## config.mk

```make
export PLATFORM = sky130hd
export DESIGN_NAME = adc_start_seq
export DESIGN_NICKNAME = d
export VERILOG_FILES = /design/src/rtl/adc_seq_pkg.sv /design/src/rtl/adc_cs_filter.sv /design/src/rtl/adc_settle_timer.sv /design/src/rtl/adc_conv_engine.sv /design/src/rtl/adc_start_seq.sv
export SDC_FILE = /design/constraint.sdc
export NUM_CORES = 1
export LEC_CHECK = 0
export ABC_AREA = 0
export BUFFER_PORTS_ARGS = -buffer_cell sky130_fd_sc_hd__buf_2
export CAP_MARGIN = 10
export CORE_MARGIN = 3
export CORE_UTILIZATION = 35
export DETAILED_ROUTE_END_ITERATION = 16
export GPL_TIMING_DRIVEN = 0
export PLACE_DENSITY_LB_ADDON = 0.15
export SETUP_SLACK_MARGIN = 0.2
export SYNTH_ARGS = -nofsm -noshare
export SYNTH_HDL_FRONTEND = slang
export SYNTH_SLANG_ARGS = --single-unit
```

## constraint.sdc

```tcl
create_clock -name clk -period 2.9 [get_ports clk]
set_clock_uncertainty 0.15 [all_clocks]
set_input_delay 0.58 -clock clk [delete_from_list [all_inputs] [get_ports clk]]
set_output_delay 0.58 -clock clk [all_outputs]
set_load 0.01 [all_outputs]
```

## src/rtl/adc_seq_pkg.sv

```systemverilog
package adc_seq_pkg;
  parameter int CHAN_W = 3;
  parameter int CODE_W = 12;

  typedef struct packed {
    logic [CHAN_W-1:0] chan;
    logic [CODE_W-1:0] code;
  } result_t;
endpackage

```

## src/rtl/adc_cs_filter.sv

```systemverilog
module adc_cs_filter #(
  parameter int MIN_HI = 1
) (
  input  logic clk,
  input  logic rst_n,
  input  logic pin_i,
  output logic fire_o
);
  localparam int CW = (MIN_HI < 1) ? 1 : $clog2(MIN_HI + 1);

  logic          s1_q, s2_q;
  logic [CW-1:0] hi_q, hi_d;

  always_comb begin
    if (!s2_q)                   hi_d = '0;
    else if (hi_q == CW'(MIN_HI)) hi_d = hi_q;
    else                          hi_d = hi_q + CW'(1);
  end

  assign fire_o = s2_q && (hi_q == CW'(MIN_HI - 1));

  always_ff @(posedge clk or negedge rst_n) begin
    if (!rst_n) begin
      s1_q <= 1'b0;
      s2_q <= 1'b0;
      hi_q <= '0;
    end else begin
      s1_q <= pin_i;
      s2_q <= s1_q;
      hi_q <= hi_d;
    end
  end
endmodule

```

## src/rtl/adc_settle_timer.sv

```systemverilog
module adc_settle_timer #(
  parameter int W = 8
) (
  input  logic         clk,
  input  logic         rst_n,
  input  logic         load_i,
  input  logic [W-1:0] len_i,
  output logic         active_o
);
  logic [W-1:0] cnt_q, cnt_d;
  logic         cnt_en;

  assign cnt_en = load_i || (cnt_q != '0);

  always_comb begin
    if (load_i) cnt_d = len_i;
    else        cnt_d = cnt_q - W'(1);
  end

  always_ff @(posedge clk or negedge rst_n) begin
    if (!rst_n)      cnt_q <= '0;
    else if (cnt_en) cnt_q <= cnt_d;
  end

  assign active_o = (cnt_q != '0);
endmodule

```

## src/rtl/adc_conv_engine.sv

```systemverilog
module adc_conv_engine
  import adc_seq_pkg::*;
#(
  parameter int CONV_CYC = 14
) (
  input  logic              clk,
  input  logic              rst_n,
  input  logic              launch_i,
  input  logic              abort_i,
  input  logic [CHAN_W-1:0] chan_i,
  input  logic [CODE_W-1:0] code_i,
  output logic              busy_o,
  output logic              hold_o,
  output logic              done_o,
  output result_t           res_o
);
  localparam int CW = $clog2(CONV_CYC);

  logic [CW-1:0]     cnt_q, cnt_d;
  logic              busy_q, busy_d;
  logic              hold_q, hold_d;
  logic              done_q, done_d;
  logic [CHAN_W-1:0] cch_q, cch_d;
  result_t           res_q, res_d;
  logic              res_en;

  always_comb begin
    cnt_d  = cnt_q;
    busy_d = busy_q;
    hold_d = hold_q;
    done_d = 1'b0;
    cch_d  = cch_q;
    res_d  = res_q;
    res_en = 1'b0;
    if (abort_i) begin
      busy_d = 1'b0;
      hold_d = 1'b0;
    end else if (!busy_q) begin
      if (launch_i) begin
        busy_d = 1'b1;
        hold_d = 1'b1;
        cnt_d  = CW'(CONV_CYC - 1);
        cch_d  = chan_i;
      end
    end else if (cnt_q == '0) begin
      busy_d     = 1'b0;
      hold_d     = 1'b0;
      done_d     = 1'b1;
      res_en     = 1'b1;
      res_d.chan = cch_q;
      res_d.code = code_i;
    end else begin
      cnt_d = cnt_q - CW'(1);
    end
  end

  always_ff @(posedge clk or negedge rst_n) begin
    if (!rst_n) begin
      cnt_q  <= '0;
      busy_q <= 1'b0;
      hold_q <= 1'b0;
      done_q <= 1'b0;
      cch_q  <= '0;
    end else begin
      cnt_q  <= cnt_d;
      busy_q <= busy_d;
      hold_q <= hold_d;
      done_q <= done_d;
      cch_q  <= cch_d;
    end
  end

  always_ff @(posedge clk or negedge rst_n) begin
    if (!rst_n)      res_q <= '0;
    else if (res_en) res_q <= res_d;
  end

  assign busy_o = busy_q;
  assign hold_o = hold_q;
  assign done_o = done_q;
  assign res_o  = res_q;
endmodule

```

## src/rtl/adc_start_seq.sv

```systemverilog
module adc_start_seq
  import adc_seq_pkg::*;
#(
  parameter int CONV_CYC = 14,
  parameter int MIN_HI   = 1,
  parameter int SETTLE_W = 8
) (
  input  logic                clk,
  input  logic                rst_n,
  input  logic                convst_i,
  input  logic                ctrl_wr_i,
  input  logic [CHAN_W-1:0]   ctrl_chan_i,
  input  logic                ctrl_start_i,
  input  logic                ctrl_pd_i,
  input  logic [SETTLE_W-1:0] settle_len_i,
  input  logic [CODE_W-1:0]   result_code_i,
  output logic [CHAN_W-1:0]   chan_o,
  output logic                settling_o,
  output logic                hold_o,
  output logic                busy_o,
  output logic                done_o,
  output logic [CHAN_W-1:0]   res_chan_o,
  output logic [CODE_W-1:0]   res_code_o
);
  logic [CHAN_W-1:0] chan_q, chan_d;
  logic              pd_q, pd_d;
  logic              pend_q, pend_d;
  logic              cs_fire, settle_act, busy;
  logic              chg_now, pd_eff, req, blocked, launch;
  result_t           res;

  adc_cs_filter #(.MIN_HI(MIN_HI)) u_filt (
    .clk(clk), .rst_n(rst_n), .pin_i(convst_i), .fire_o(cs_fire)
  );

  adc_settle_timer #(.W(SETTLE_W)) u_settle (
    .clk(clk), .rst_n(rst_n), .load_i(chg_now), .len_i(settle_len_i),
    .active_o(settle_act)
  );

  adc_conv_engine #(.CONV_CYC(CONV_CYC)) u_eng (
    .clk(clk), .rst_n(rst_n), .launch_i(launch), .abort_i(pd_eff),
    .chan_i(chan_q), .code_i(result_code_i), .busy_o(busy),
    .hold_o(hold_o), .done_o(done_o), .res_o(res)
  );

  always_comb begin
    chg_now = ctrl_wr_i && (ctrl_chan_i != chan_q);
    pd_eff  = ctrl_wr_i ? ctrl_pd_i : pd_q;
    req     = cs_fire || (ctrl_wr_i && ctrl_start_i);
    blocked = settle_act || chg_now;
    launch  = (req || pend_q) && !busy && !pd_eff && !blocked;

    chan_d = ctrl_wr_i ? ctrl_chan_i : chan_q;
    pd_d   = pd_eff;
    if (pd_eff || launch)          pend_d = 1'b0;
    else if (req && !busy && blocked) pend_d = 1'b1;
    else                           pend_d = pend_q;
  end

  always_ff @(posedge clk or negedge rst_n) begin
    if (!rst_n) begin
      chan_q <= '0;
      pd_q   <= 1'b0;
      pend_q <= 1'b0;
    end else begin
      chan_q <= chan_d;
      pd_q   <= pd_d;
      pend_q <= pend_d;
    end
  end

  assign chan_o     = chan_q;
  assign settling_o = settle_act;
  assign busy_o     = busy;
  assign res_chan_o = res.chan;
  assign res_code_o = res.code;
endmodule

```

==> results of run 1 <==
[how the worst min path moves through the flow]
stage	start	endpoint	slack (ns)	cells past startpoint
after floorplan	rst_n	chan_o[0]	0.13	0
after global placement	u_filt.s1_q	u_filt.s2_q	0.19	0
after detailed placement	u_filt.s1_q	u_filt.s2_q	0.19	0
after CTS	u_filt.s1_q	u_filt.s2_q	0.21	0
after global routing	u_filt.s1_q	u_filt.s2_q	0.23	0
final	u_filt.s1_q	u_filt.s2_q	0.21	0
[power groups by stage]
stage	clock network, W	logic (W)	registers [W]
4_1_cts	0.000426	0.000189	0.000660
5_1_grt	0.000449	0.000214	0.000666
2_1_floorplan	0	0.000127	0.000663
3_3_place_gp	0	0.000181	0.000668
6_report	0.000404	0.000184	0.000661
3_5_place_dp	0	0.000190	0.000670
[routing by layer]
| metal | GRT usage (%) | vias up |
|---|---|---|
| li1 | - | 646 |
| met1 | 15.09 | 643 |
| met2 | 21.38 | 42 |
| met3 | 4.308 | 5 |
| met4 | 5.155 | 0 |
| met5 | 0 | - |
[layout by cell type (no fill, tap or decap), types with 5 or more instances in the layout]
| cell type | Yosys | final |
|---|---|---|
| buf_2 | 1 | 50 |
| dfrtp_1 | 41 | 41 |
| mux2_2 | 20 | 20 |
| inv_1 | 9 | 9 |
| nand2_1 | 8 | 8 |
| nor2_1 | 8 | 8 |
| o31ai_1 | 7 | 7 |
| clkbuf_8 | 0 | 7 |
| a21oi_1 | 6 | 6 |
| xor2_1 | 5 | 5 |
[per-stage QoR]
| stage | std cells | utilization [%] | hold slack, ns | setup slack (ns) | area (um^2) |
|---|---|---|---|---|---|
| final | 274 | 46.43 | 0.2053 | 0.5308 | 2295 |
| after global routing | 274 | 46.43 | 0.2254 | 0.4272 | 2295 |
| after CTS | 274 | 46.43 | 0.2077 | 0.5021 | 2295 |
| after detailed placement | 266 | 44.38 | 0.1886 | 0.3425 | 2193 |
| after global placement | 266 | 44.38 | 0.1851 | 0.3503 | 2193 |
| after floorplan | 150 | - | 0.1344 | 0.5072 | 1864 |
[sequential cells by signal, indices dropped and copies added, names as in the netlist]
signal,cells
u_filt.s2_q,1
u_eng.res_o,15
u_settle.cnt_q,8
pend_q,1
chan_o,3
u_eng.busy_o,1
u_filt.hi_q,1
u_eng.hold_o,1
u_eng.cch_q,3
pd_q,1
u_eng.done_o,1
u_filt.s1_q,1
u_eng.cnt_q,4
[logic make-up (layout without fill, tap and decap cells)]
| kind of cell | count (synthesis) | in the layout |
|---|---|---|
| xor gates and xnor gates | 7 | 7 |
| AOI/OAI and AO/OA | 26 | 26 |
| DFF | 41 | 41 |
| muxes | 27 | 27 |
| buffers and inverters | 15 | 72 |
| adders and majority gates | 3 | 3 |
| and+or+nand+nor | 31 | 31 |
[area by class of cell]
cell class | count | area (um^2)
repair buffers | 49 | 245.2
inverters | 10 | 42.54
plain buffers | 5 | 27.53
fillers | 482 | 2648
clock inverters | 1 | 5.005
multi-input cells | 94 | 768.2
well taps | 67 | 83.83
clock buffers | 7 | 96.34
flip-flops and latches | 41 | 1026
==> metrics.txt, run 1 <==
Net Sw Power=0.0003268 W; Cell Chain, Critical Path=nor4_2, and3_1, buf_6, inv_6, or4_4, mux2_4; YS warnings=0; # Post-CTS Setup Buffers=0; Gate Count Post-Synth=150; Total GRT Usage=12.80%; most common cell in the netlist=dfrtp_1; Die Span Y=around 80 um; Iteration-0 DRC Markers=23; mux contribution to synthesized area=roughly 17%; Critical path origin=u_settle.cnt_q[2]; Critical-path top delay cell=or4_4; CTS tree=built; CTS sink cnt=41; Synth Area in Adders=between 2 and 2.5%; vias per cell=4.876; Synth top area share=55.03%; Seq/Total Area, Yosys=between 50 and 60%; R2R depth=6; Reg2Reg Setup Slack=0.53 ns; top cell types by occurrence after synthesis=41 x dfrtp_1, 20 x mux2_2, 9 x inv_1; number of library cell types mapped by synthesis=38; layout overhead on the synthesized area=23.09%; # nets final=~240; met3 WL=248 um; grt ovf=0; xor-xnor portion of the synthesized cell area=3.289%; Max Fclk=422.1 MHz; syn_area_per_cell=about 12 um^2; Buf+Inv Stages, Crit Path=2; Top Layer Used=met4; met2 WL=1.756 mm; Worst EP arrival=2.39 ns; GP Congestion=0.7723; Worst VDD drop=210.8 uV; cell taking the most area after synthesis=dfrtp_1; status=finished, final reports clean; Die Footprint=between 6000 and 7000 um^2; Worst Setup End Kind=register; relative slew slack=37.56%; post-cts resize count=0; Core ar.=4942 um^2; Die X=78.99 um; largest net degree at the start of global routing=42; Pwr Density=544.5 nW/um^2; Critical Path Fanout Max=8; Post-synth ARST share=100.0%; clock buffer depth=2; Crit path largest cell delay=~0.57 ns; H-Tree Depth=2; Rows=25; Worst Setup Start Kind=register; ys flop type=dfrtp_1; Final Cycle Share=81.70%; CTS Hold Buffers Added=0; FF-to-FF Start=u_settle.cnt_q[2]; compound-cell area share of the yosys netlist=9.799%; clock share of power=about a third; RSZ-0062 raised after global routing=false; Slew @ Worst Pin=about 0.93 ns; initial antenna violation count=0; Post-Synth Simple-Gate Area=9.262%; Critical Path End=u_eng.cch_q[1]; vias after detailed routing=1336; Int Pwr=0.0009225 W; sequential cell fraction of total power=52.9%; Gate power share=between 10 and 15%; global-route wire length before repair=6.223 mm; TritonCTS buffer count=5; PortBufs=49; total negative slack=0 ns; Power Total=0.001249 W; final hold vios=0; Max Cap Viol=0; syn_nets=182; top cells by area, synth=dfrtp_1 55%, mux2_2 12%, o31ai_1 2.8%; post-layout min period=around 2.4 ns; Pre-antenna DRT Iters=4; Post-Syn Area=around 1900 um^2; Switching Fraction=26.16%; Lkg Pwr=~1.2 nW; CP Data Required Time=2.92 ns; Post-synth EDFFs=0; Crit. path cell count=6; worst r2r dst=u_eng.cch_q[1]; Worst-path clk slew=0.08 ns; M1 WL=1.652 mm; final WL=3.696 mm; vias in the first global route=around 1.4k; largest family of logic cells by synthesized area=multiplexers; drt wl/cell=roughly 13 um; DP HPWL=2.759 mm; Top Family by Delay on Critical Path=simple AND/OR/NAND/NOR gates; Initial Util=37.72%; n_diodes=0; share of cells above drive strength 1=44.93%; Crit Path Class=reg2reg; max-slew violations=0; register bit total from synthesis=41; CTS root buffer=clkbuf_8; number of I/O pins=between 50 and 60; Clk Latency, worst-skew pair=0.29 ns; final setup fails=0; HP Class=reg2reg; DR DRC count=0; Routed Antenna Nets=0
Note: power is estimated with default switching activity, not from simulation.
==> run 2, diff against run 1 <==
==> constraint.sdc (replaced) <==
create_clock -name clk -period 2.1 [get_ports clk]
set_clock_uncertainty 0.15 [all_clocks]
set_input_delay 0.42 -clock clk [delete_from_list [all_inputs] [get_ports clk]]
set_output_delay 0.42 -clock clk [all_outputs]
set_load 0.01 [all_outputs]
==> run 2 against run 1 <==
Compared with the run above: the run now ends with negative setup slack left; worst hold slack got worse by 0.12 ns; cell area rose by 13%; non-clock buffer count rose by 22; critical path depth did not move; fmax rose by 11%; register-to-register slack got worse by 0.56 ns; combinational power rose by 110%; die area did not move; global-route usage rose by 0.99 points; utilization rose by 6.2 points; sequential power rose by 39%; critical path type unchanged; critical endpoint unchanged; largest power group unchanged; highest routed layer unchanged.
==> metrics.txt, run 2 (same netlist as run 1, synthesis figures left out) <==
vias per cell=a little under 5; Max Cap Viol=0; Core ar.=between 4000 and 5000 um^2; Worst Setup Start Kind=register; most common cell after layout, fill and taps aside=buf_2; TritonCTS buffer count=5; n_diodes=0; Power Total=0.001907 W; DR DRC count=0; failing checks=negative setup slack; Hold EP=u_filt.s1_q; Final Cycle Share=101.3%; Worst Setup End Kind=register; post-route setup slack=-0.02684 ns; share of cells above drive strength 1=57.46%; Die Span Y=78.99 um; Finished Layout Cells=slightly below 300; final WL=4.095 mm; Crit Path Class=reg2reg; Total GRT Usage=13.79%; Reg2Reg Setup Slack=-0.03 ns; H-Tree Depth=2; Clk Latency, worst-skew pair=between 0.2 and 0.3 ns; layout overhead on the synthesized area=39.53%; Worst EP arrival=roughly 2.2 ns; R2R depth=6; CTS sink cnt=41; max reg flops=15; CTS root buffer=clkbuf_8; Initial Util=37.72%; worst r2r dst=u_eng.cch_q[1]; relative slew slack=roughly 40%; post-layout min period=2.127 ns; Critical path origin=u_settle.cnt_q[2]; Worst VDD drop=557.3 uV; HP Class=in2reg; clock buffer depth=2; max-slew violations=0; Critical Path Fanout Max=4; CTS Hold Buffers Added=0; Critical-path top delay cell=or4_4; vias after detailed routing=1450; status=finished with violations; Crit path largest cell delay=0.47 ns; FF-to-FF Start=u_settle.cnt_q[2]; # placed instances=266; PortBufs=slightly below 50; most frequent cells in the layout=48 x buf_2, 39 x dfrtp_1, 22 x buf_4, 19 x mux2_2; Pre-antenna DRT Iters=4; global-route wire length before repair=6.644 mm; final setup fails=3; CP Data Required Time=2.12 ns; WHS=0.08873 ns; drt wl/cell=13.88 um; RSZ-0062 raised after global routing=true; GP Congestion=0.7514; grt ovf=0; largest net degree at the start of global routing=42; number of I/O pins=51; initial antenna violation count=0; vias in the first global route=1407; # nets final=260; CTS tree=built; final hold vios=0; Die Footprint=6239 um^2; Lkg Pwr=1.336 nW; Worst-path clk slew=0.07 ns; hold path startpoint=convst_i; Cell Chain, Critical Path=nor4_4, and3_1, buf_6, inv_6, or4_4, mux2_4; Routed Antenna Nets=0; Max Fclk=470.2 MHz; Pwr Density=733.3 nW/um^2; Slew @ Worst Pin=approximately 0.9 ns; DP HPWL=2.820 mm; Die X=~80 um; hold path depth=1; Iteration-0 DRC Markers=73; Rows=25
[run 2: routing by layer]
layer	GRT usage [%]	part of all wire, %	up-vias
met2	21.89	47	50
met3	3.855	5.8	8
met1	18.10	46	703
li1	-	-	689
met4	4.811	1.7	0
met5	0	0	-
[run 2: power breakdown]
| part | total (W) | internal (W) | switching, W |
|---|---|---|---|
| logic | 0.000387 | 0.000211 | 0.000176 |
| clock network | 0.000605 | 0.000345 | 0.000259 |
| registers | 0.000916 | 0.000853 | 0.0000631 |
[run 2: area by class of cell]
cell class	instances	area, um^2
buffer	5	45.04
clock buffer	5	68.82
clock inverter	2	35.03
fill	464	2341
inverter	10	42.54
multi-input combinational	94	877.1
sequential	41	1028
tap	67	83.83
timing repair buffer	71	420.4
[run 2: repair_timing]
item | CTS | global route
buffers inserted | 13 | 9
setup endpoints to repair | 30 | 22
pin swaps | 5 | 8
gates resized for setup | 17 | 12
endpoints found under the hold margin | 0 | 0
[run 2: worst max-delay path by stage]
stage                           endpoint  slack [ns]  cells past startpoint
after floorplan           u_eng.cch_q[0]       -0.07                      6
after global placement    u_eng.cch_q[1]       -0.19                      6
after CTS                 u_eng.cch_q[1]       -0.03                      6
final                     u_eng.cch_q[1]       -0.03                      6
after global routing      u_eng.cch_q[1]       -0.08                      6
after detailed placement  u_eng.cch_q[0]       -0.23                      6
[run 2: critical path, delay by kind of cell, from the launching register on]
family | cells | cell delay [ns]
buf+inv | 2 | 0.16
flops | 1 | 0.43
mux | 1 | 0.32
simple gates | 3 | 0.95
[run 2: metrics by stage]
stage          TNS (ns)  setup slack [ns]  util (%)  cell area (um^2)
6_report       -0.06215          -0.02684     52.63              2601
4_1_cts        -0.07886          -0.03030     50.43              2492
3_3_place_gp    -0.7146           -0.1930     45.01              2225
3_5_place_dp     -1.811           -0.2293     45.01              2225
5_1_grt         -0.2266          -0.08310     52.63              2601
2_1_floorplan   -0.2236          -0.07454         -              1896
==> run 3, diff against run 2 <==
--- a/config.mk
+++ b/config.mk
@@ -5,7 +5,7 @@
 export SDC_FILE = /design/constraint.sdc
 export NUM_CORES = 1
 export LEC_CHECK = 0
-export ABC_AREA = 0
+export ABC_AREA = 1
 export BUFFER_PORTS_ARGS = -buffer_cell sky130_fd_sc_hd__buf_2
 export CAP_MARGIN = 10
 export CORE_MARGIN = 3
==> run 3 against run 2 <==
Compared with the run above: the flow now finishes without violations; via count rose by 8.7%; sequential cell count did not move; die area rose by 2.4%; count of clock-buffer cells in the layout rose by 1; setup slack improved by 0.24 ns; total power rose by 9.4%; synthesized cell count rose by 50%; fmax rose by 13%; worst hold slack got worse by 0.0060 ns; utilization fell by 4.4 points; sequential share of layout area rose by 1.4 points; combinational power rose by 39%.
==> metrics.txt, run 3 <==
status=finished, final reports clean; relative slew slack=38.95%; grt ovf=0; Max Fclk=about 530 MHz; ys flop type=dfrtp_1; WHS=0.08273 ns; vias in the first global route=1543; Post-synth EDFFs=0; CTS sink cnt=41; final WL=between 4 and 5 mm; Pre-antenna DRT Iters=4; DR DRC count=0; Worst Setup Start Kind=register; TritonCTS buffer count=5; # nets final=328; share of cells above drive strength 1=32.77%; Worst-path clk slew=0.08 ns; initial antenna violation count=0; number of I/O pins=51; Fillers=541; H-Tree Depth=2; CP Data Required Time=1.53 ns; DP HPWL=2.789 mm; Die Footprint=6389 um^2; Worst EP arrival=between 1 and 1.5 ns; Critical Path Fanout Max=2; largest net degree at the start of global routing=42; CTS root buffer=clkbuf_8; PortBufs=49; Post-Syn Area=1913 um^2; Die Span Y=79.93 um; hold path depth=1; vias after detailed routing=1576; vias per cell=4.306; Synth top area share=53.63%; Crit Path Class=reg2out; Rows=26; Core ar.=5205 um^2; Max Cap Viol=0; Crit path largest cell delay=0.40 ns; Top Family by Delay on Critical Path=flip-flops; Routed Antenna Nets=0; number of library cell types mapped by synthesis=27; R2R depth=12; Die X=79.93 um; cell taking the most area after synthesis=dfrtp_1; YS warnings=0; register bit total from synthesis=41; Worst Setup End Kind=primary output; area of the multi-input gates=787.0 um^2; global-route wire length before repair=6.969 mm; syn_nets=257; post-layout min period=1.888 ns; Post-synth ARST share=100.0%; most common cell in the netlist=nand2_1; Critical-path top delay cell=dfrtp_1; final setup fails=0; most common cell after layout, fill and taps aside=nand2_1; FF/Latch Area=1026 um^2; syn_area_per_cell=8.503 um^2; total negative slack=0 ns; Initial Util=36.75%; Iteration-0 DRC Markers=52; Lkg Pwr=1.388 nW; Clk Latency, worst-skew pair=between 0.2 and 0.3 ns; clock buffer depth=2; Total GRT Usage=approximately 14%; Worst VDD drop=420.4 uV; cell mode on critical path=inv_2; top cell types by occurrence after synthesis=88 x nand2_1, 41 x dfrtp_1, 22 x inv_1; CTS tree=built; GP Congestion=0.7274; top cells by area, synth=dfrtp_1 54%, nand2_1 17%, inv_1 4.3%; layout overhead on the synthesized area=31.13%; Buf+Inv Stages, Crit Path=3; final hold vios=0; Slew @ Worst Pin=0.9157 ns; drt wl/cell=between 10 and 15 um; Gate Count Post-Synth=225; Cell Chain, Critical Path=inv_2, ha_4, nand3_4, nor3_4, inv_2, buf_6; Seq/Total Area, Yosys=53.63%; Crit. path cell count=6; most frequent cells in the layout=88 x nand2_1, 49 x buf_2, 41 x dfrtp_1, 18 x inv_1, 14 x buf_4; RSZ-0062 raised after global routing=true; max reg flops=15; n_diodes=0; HP Class=in2reg; Final Cycle Share=between 80% and 90%; max-slew violations=0; Pwr Density=roughly 830 nW/um^2
==> run 3: cell count changes after synthesis, sizes merged, moves of 3 or more <==
cell | previous run | this run
nand2 | 8 | 94
mux2 | 23 | 0
inv | 10 | 26
nand3 | 0 | 11
o21ai | 3 | 13
nor2 | 8 | 13
o31ai | 7 | 2
mux2i | 4 | 0
a21oi | 6 | 3
clkbuf | 3 | 0
o31a | 3 | 0
or4 | 3 | 0
==> run 3: per-stage QoR <==
step	setup slack, ns	cell area (um^2)	std cells	total power (W)	utilization [%]
2_1_floorplan	0.4170	1913	225	0.001352	-
3_3_place_gp	0.1483	2246	344	0.001499	43.15
3_5_place_dp	0.1341	2246	344	0.001508	43.15
4_1_cts	0.1710	2420	358	0.002097	46.49
5_1_grt	0.1672	2509	366	0.002247	48.20
6_report	0.2119	2509	366	0.002087	48.20
==> run 3: power by group <==
part	leakage [nW]	switching, W	internal (W)
sequential	0.521	0.0000944	0.000921
clock	0.0433	0.000273	0.000260
combinational	0.824	0.000309	0.000230
==> run 3: area by class of cell <==
cell class | instances | area share, %
clock buffers | 6 | 3.292
well taps | 70 | 3.491
flip-flops and latches | 41 | 40.90
plain buffers | 4 | 1.546
inverters | 28 | 4.439
multi-input cells | 152 | 31.37
repair buffers | 64 | 14.66
clock inverters | 1 | 0.2993
==> run 3: logic make-up (layout without fill, tap and decap cells) <==
kind of cell / count (synthesis) / in the layout / synth area share [%]
AND/OR/NAND/NOR: 124 / 124 / 29.30
flip-flops: 41 / 41 / 53.63
buffers and inverters: 32 / 103 / 7.063
AO/OA/AOI/OAI: 20 / 20 / 5.755
XOR/XNOR: 5 / 5 / 2.289
adder cells (fa/ha/maj): 3 / 3 / 1.962
==> run 3: routing by layer <==
metal,vias up,GRT usage (%),wire length (um)
li1,837,-,-
met1,705,17.84,1870
met2,28,22.93,1969
met3,6,4.063,205
met4,0,4.561,53
met5,-,0,0
==> run 3: repair_timing <==
item | 4_1_cts | 5_1_grt
endpoints found under the setup margin | 4 | 15
setup buffers | 7 | 8
resized for setup | 8 | 10
pin swaps | 2 | 4
hold buffers | 0 | 0
==> run 3: final timing paths <==
path / endpoint / start / slack [ns]
max: settling_o / u_settle.cnt_q[1] / 0.21
min: u_filt.s1_q / convst_i / 0.08
max reg2reg: u_settle.cnt_q[0] / u_settle.cnt_q[1] / 0.29
min reg2reg: u_filt.s2_q / u_filt.s1_q / 0.20
max in group asynchronous: u_eng.cnt_q[0] / rst_n / 1.12
min in group asynchronous: u_eng.res_o[7] / rst_n / 0.11
==> run 3: worst reg2reg max path: cells and delay by family, from the launching register on <==
family | cells | cell delay [ns]
AOI/OAI and AO/OA | 2 | 0.15
adders and majority gates | 1 | 0.14
buffers and inverters | 6 | 0.58
DFF | 1 | 0.40
and+or+nand+nor | 3 | 0.28
